--- src/rtl/i2c_scl_div_pkg.sv ---
package i2c_scl_div_pkg;
  typedef enum logic [2:0] {
    CMD_IDLE,
    CMD_START,
    CMD_STOP,
    CMD_RELOAD,
    CMD_STEP
  } brg_cmd_e;
endpackage

--- src/rtl/brg_cmd_decode.sv ---
module brg_cmd_decode
  import i2c_scl_div_pkg::*;
(
  input  logic     buf_wr_i,
  input  logic     xfer_done_i,
  input  logic     reload_req_i,
  input  logic     tick_i,
  input  logic     running_i,
  output brg_cmd_e cmd_o
);
  // priority: buffer write > stop > reload > tick
  always_comb begin
    if (buf_wr_i)                       cmd_o = CMD_START;
    else if (xfer_done_i)               cmd_o = CMD_STOP;
    else if (reload_req_i && running_i) cmd_o = CMD_RELOAD;
    else if (tick_i && running_i)       cmd_o = CMD_STEP;
    else                                cmd_o = CMD_IDLE;
  end
endmodule

--- src/rtl/brg_down_counter.sv ---
module brg_down_counter
  import i2c_scl_div_pkg::*;
#(
  parameter int unsigned CNT_W = 7
) (
  input  logic             clk_i,
  input  logic             rst_ni,
  input  brg_cmd_e         cmd_i,
  input  logic [CNT_W-1:0] load_i,
  output logic [CNT_W-1:0] cnt_o,
  output logic             running_o,
  output logic             roll_set_o,
  output logic             roll_o
);
  logic [CNT_W-1:0] cnt_q;
  logic             armed_q, running_q, roll_q;

  // terminal tick: counter already at zero and still armed
  assign roll_set_o = (cmd_i == CMD_STEP) && armed_q && (cnt_q == '0);

  always_ff @(posedge clk_i or negedge rst_ni) begin
    if (!rst_ni) begin
      cnt_q     <= '0;
      armed_q   <= 1'b0;
      running_q <= 1'b0;
      roll_q    <= 1'b0;
    end else begin
      roll_q <= roll_set_o;
      unique case (cmd_i)
        CMD_START: begin
          cnt_q     <= load_i;
          armed_q   <= 1'b1;
          running_q <= 1'b1;
        end
        CMD_STOP: begin
          armed_q   <= 1'b0;
          running_q <= 1'b0;
        end
        CMD_RELOAD: begin
          cnt_q   <= load_i;
          armed_q <= 1'b1;
        end
        CMD_STEP: begin
          if (armed_q) begin
            if (cnt_q == '0) armed_q <= 1'b0;
            else             cnt_q   <= cnt_q - 1'b1;
          end
        end
        default: ;
      endcase
    end
  end

  assign cnt_o     = cnt_q;
  assign running_o = running_q;
  assign roll_o    = roll_q;
endmodule

--- src/rtl/brg_scl_gen.sv ---
module brg_scl_gen (
  input  logic clk_i,
  input  logic rst_ni,
  input  logic roll_set_i,
  output logic scl_o
);
  logic scl_q;

  always_ff @(posedge clk_i or negedge rst_ni) begin
    if (!rst_ni)         scl_q <= 1'b1;
    else if (roll_set_i) scl_q <= ~scl_q;
  end

  assign scl_o = scl_q;
endmodule

--- src/rtl/i2c_scl_div.sv ---
module i2c_scl_div
  import i2c_scl_div_pkg::*;
#(
  parameter int unsigned REG_W = 8,
  parameter int unsigned CNT_W = 7
) (
  input  logic             clk_i,
  input  logic             rst_ni,
  input  logic [REG_W-1:0] baud_reg_i,
  input  logic             tick_i,
  input  logic             buf_wr_i,
  input  logic             reload_req_i,
  input  logic             xfer_done_i,
  output logic             rollover_o,
  output logic             scl_o
);
  localparam logic [REG_W-1:0] LOAD_MASK = REG_W'((1 << CNT_W) - 1);

  brg_cmd_e         cmd_w;
  logic [CNT_W-1:0] load_w, cnt_w;
  logic             running_w, roll_set_w;

  assign load_w = CNT_W'(baud_reg_i & LOAD_MASK);

  brg_cmd_decode u_dec (
    .buf_wr_i     (buf_wr_i),
    .xfer_done_i  (xfer_done_i),
    .reload_req_i (reload_req_i),
    .tick_i       (tick_i),
    .running_i    (running_w),
    .cmd_o        (cmd_w)
  );

  brg_down_counter #(.CNT_W(CNT_W)) u_cnt (
    .clk_i      (clk_i),
    .rst_ni     (rst_ni),
    .cmd_i      (cmd_w),
    .load_i     (load_w),
    .cnt_o      (cnt_w),
    .running_o  (running_w),
    .roll_set_o (roll_set_w),
    .roll_o     (rollover_o)
  );

  brg_scl_gen u_scl (
    .clk_i      (clk_i),
    .rst_ni     (rst_ni),
    .roll_set_i (roll_set_w),
    .scl_o      (scl_o)
  );
endmodule

--- config.mk ---
export PLATFORM = sky130hd
export DESIGN_NAME = i2c_scl_div
export DESIGN_NICKNAME = d
export VERILOG_FILES = /design/src/rtl/i2c_scl_div_pkg.sv /design/src/rtl/brg_cmd_decode.sv /design/src/rtl/brg_down_counter.sv /design/src/rtl/brg_scl_gen.sv /design/src/rtl/i2c_scl_div.sv
export SDC_FILE = /design/constraint.sdc
export NUM_CORES = 1
export LEC_CHECK = 0
export ABC_AREA = 1
export CORE_ASPECT_RATIO = 1.2
export CORE_UTILIZATION = 30
export CTS_CLUSTER_SIZE = 25
export DETAILED_ROUTE_END_ITERATION = 16
export SETUP_SLACK_MARGIN = 0.5
export SLEW_MARGIN = 20
export SYNTH_ARGS = -nofsm -noshare
export SYNTH_HDL_FRONTEND = slang
export SYNTH_SLANG_ARGS = --single-unit
--- constraint.sdc ---
create_clock -name clk_i -period 1.3 [get_ports clk_i]
set_input_delay 0.13 -clock clk_i [delete_from_list [all_inputs] [get_ports clk_i]]
set_output_delay 0.13 -clock clk_i [all_outputs]
set_load 0.1 [all_outputs]
==> flow_metrics.tcl <==
set metrics [dict create \
    status "finished, violations left" \
    violations "negative setup slack" \
    grt-busiest-layer "met2" \
    setup-violations-final 1 \
    die_y_um 55.88 \
    firstDrtPassIters 4 \
    worst_path_dominant_cell_family "simple AND/OR/NAND/NOR gates" \
    syn-num-nets 110 \
    yosys.area.top_type "dfrtp_1" \
    num_vias 745 \
    critical_path_buf_inv_count 2 \
    worstPathMaxFanout 5 \
    gp_congestion 0.8588 \
    synth_area_um2 725.7 \
    cts_tree "built" \
    dieArea_um2 2620 \
    core_area_um2 2282 \
    mostFrequentLayoutCells "nand2_1, buf_4, clkdlybuf4s50_1, nand3_1, dfrtp_1" \
    fin_ws_ps -18.10 \
    place_inst 151 \
    power.leakage_nw 0.5534 \
    final.min_clock_period_ps 1318 \
    final-hold-violation-count 0 \
    cts_buffer_depth 2 \
    grt_pass1_wl_um 3049 \
    r2r_cells 9 \
    syn_to_final_growth_pct 66.04 \
    dp_hpwl_um 1269 \
    final_common_cell "nand2_1" \
    grt_use_total 0.1628 \
    powerDensity_nw_per_um2 852.9 \
    clkSinkCount 11 \
    avgSynthCellArea_um2 7.720 \
    timing.rr.start "u_cnt.cnt_o[1]" \
    root_buffer "clkbuf_4" \
    layout-drive-gt1-share 0.4242 \
    wl_per_cell_um 11.06 \
    ir_drop_v 0.0005252 \
    synth_top_area_frac 0.3448 \
    synth_edf_count 0 \
    clk-insertion-delay-late_ps 270 \
    ys.flop_type "dfrtp_1" \
    r2r_end "u_cnt.cnt_o[6]" \
    ant_nets 0 \
    path_class "reg2reg" \
    grt-ovfl-total 0 \
    startpoint "u_cnt.cnt_o[1]" \
    viasPerCell 4.571 \
    io_pins 16 \
    ys_seq_area_frac 0.3810 \
    n_antenna_cell 0 \
    crit_arrival_ps 1490 \
    crit_path_frequent_cell "inv_2" \
    max_cap_violations 0 \
    max_slew_margin 0.8207 \
    critPathSlowestCell "dfrtp_1" \
    gr-usage-met2 0.2520 \
    synthTopCellsByArea "dfrtp_1, nand2_1, nand3_1" \
    dieWidth_um 46.90 \
    critical_path_required_ps 1470 \
    grt_pass1_vias 698 \
    final_nets 149 \
    initial_utilization 0.3180 \
    rsz0062_at_grt "true" \
    slew_viol_final 0 \
    ys_warn_count 0 \
    ys_types 20 \
    tightest_slew_ps 268.0 \
    numCtsBuffers 3 \
    cts_hold_buf 0 \
    port-buffer-count 14 \
    grt_use_met3 0.03896 \
    std_cell_rows 19 \
    slowest_delay_ps 400 \
    async_flop_share 1.000 \
    antenna_found_initial 0 \
    met1_usage 0.2116 \
    h-tree-depth 1 \
    final_cells 163 \
    clkSlewWorstSetupHoldPaths_ps 80 \
    max_freq_mhz 758.7 \
    drtIter0Drc 9 \
    r2r_slack_ps -20 \
    min_path_type "in2async" \
    wl_um 1802 \
    route.detailed.drc 0 \
    fin_setup_tns_ps -18.10 \
    whs_ps 151.2 \
    cp_cell_sequence "inv_2 > ha_4 > inv_2 > nor2_2 > nand3_2 > nand3_4 > nand2_2 > nand3_1 > nand2_1" \
    cp-start-kind "flop" \
    power_mw 1.028 \
    period_share 1.014 \
    post-route-util 0.5280 \
    syn_inst 94 \
    end_kind "flop" \
    clock_skew_ps 6.781 \
    yosys_register_bits 11 \
    grt_max_degree 12 \
]
==> flip-flops by register name (all words and copies together) (netlist names) <==
register and flops:
u_cnt.armed_q 1, u_cnt.cnt_o 7, u_cnt.roll_o 1, u_cnt.running_o 1, u_scl.scl_o 1
==> cell type report <==
type	count	area, um^2
clock buffer	3	22.52
clock inverter	1	5.005
fill	228	1077
inverter	9	33.78
multi-input combinational	74	483.0
sequential	11	281.5
tap	31	38.79
timing repair buffer	34	340.3
==> Yosys cell counts (2+ instances only) <==
master   count
a21oi_1      2
nand4_1      3
dfrtp_1     10
nor2_4       4
inv_1        8
nand2_4      2
nor2_1       8
nand3_2      2
o21ai_1      5
nand3_1     12
nand2_1     28
ha_1         2
==> worst max path at each step <==
stage	cells past startpoint	endpoint	slack [ps]
global placement	9	u_cnt.cnt_o[2]	-160
detailed placement	9	u_cnt.cnt_o[0]	-190
CTS	8	u_scl.scl_o	-50
floorplan	9	u_cnt.cnt_o[6]	20
finish	9	u_cnt.cnt_o[6]	-20
global route	9	u_cnt.cnt_o[6]	-110
==> report_power, final <==
part	switching (mW)	total (mW)	internal, mW
clock	0.124	0.237	0.114
sequential	0.0320	0.411	0.379
combinational	0.192	0.379	0.187
==> metal layers <==
layer  up-vias  routed length (um)
met1       348                 784
met5         -                   0
met2        13                 934
li1        382                   -
met3         2                  75
met4         0                   8
==> through the flow <==
step	worst slack (ps)	instance area, um^2
3_5_place_dp	-191.1	1036
3_3_place_gp	-156.1	1036
5_1_grt	-105.7	1205
2_1_floorplan	18.89	738.2
4_1_cts	-45.88	1159
6_report	-18.10	1205
==> repair_timing <==
item                                    in CTS  in global routing
setup buffers                                6                  1
cloned                                       1                  0
endpoints found under the setup margin      13                 12
pin swaps                                   12                  9
gates resized for setup                     12                  9
==> cell families (layout without fill, tap and decap cells) <==
kind of cell	count (synthesis)	in the layout	synth area share
xor+xnor	1	1	0.02242
compound gates	9	9	0.06723
fa+ha+maj	2	2	0.03448
buf+inv	10	47	0.06206
flops	11	11	0.3810
simple gates	61	62	0.4328
No activity file was read; power rests on OpenSTA's default activity.
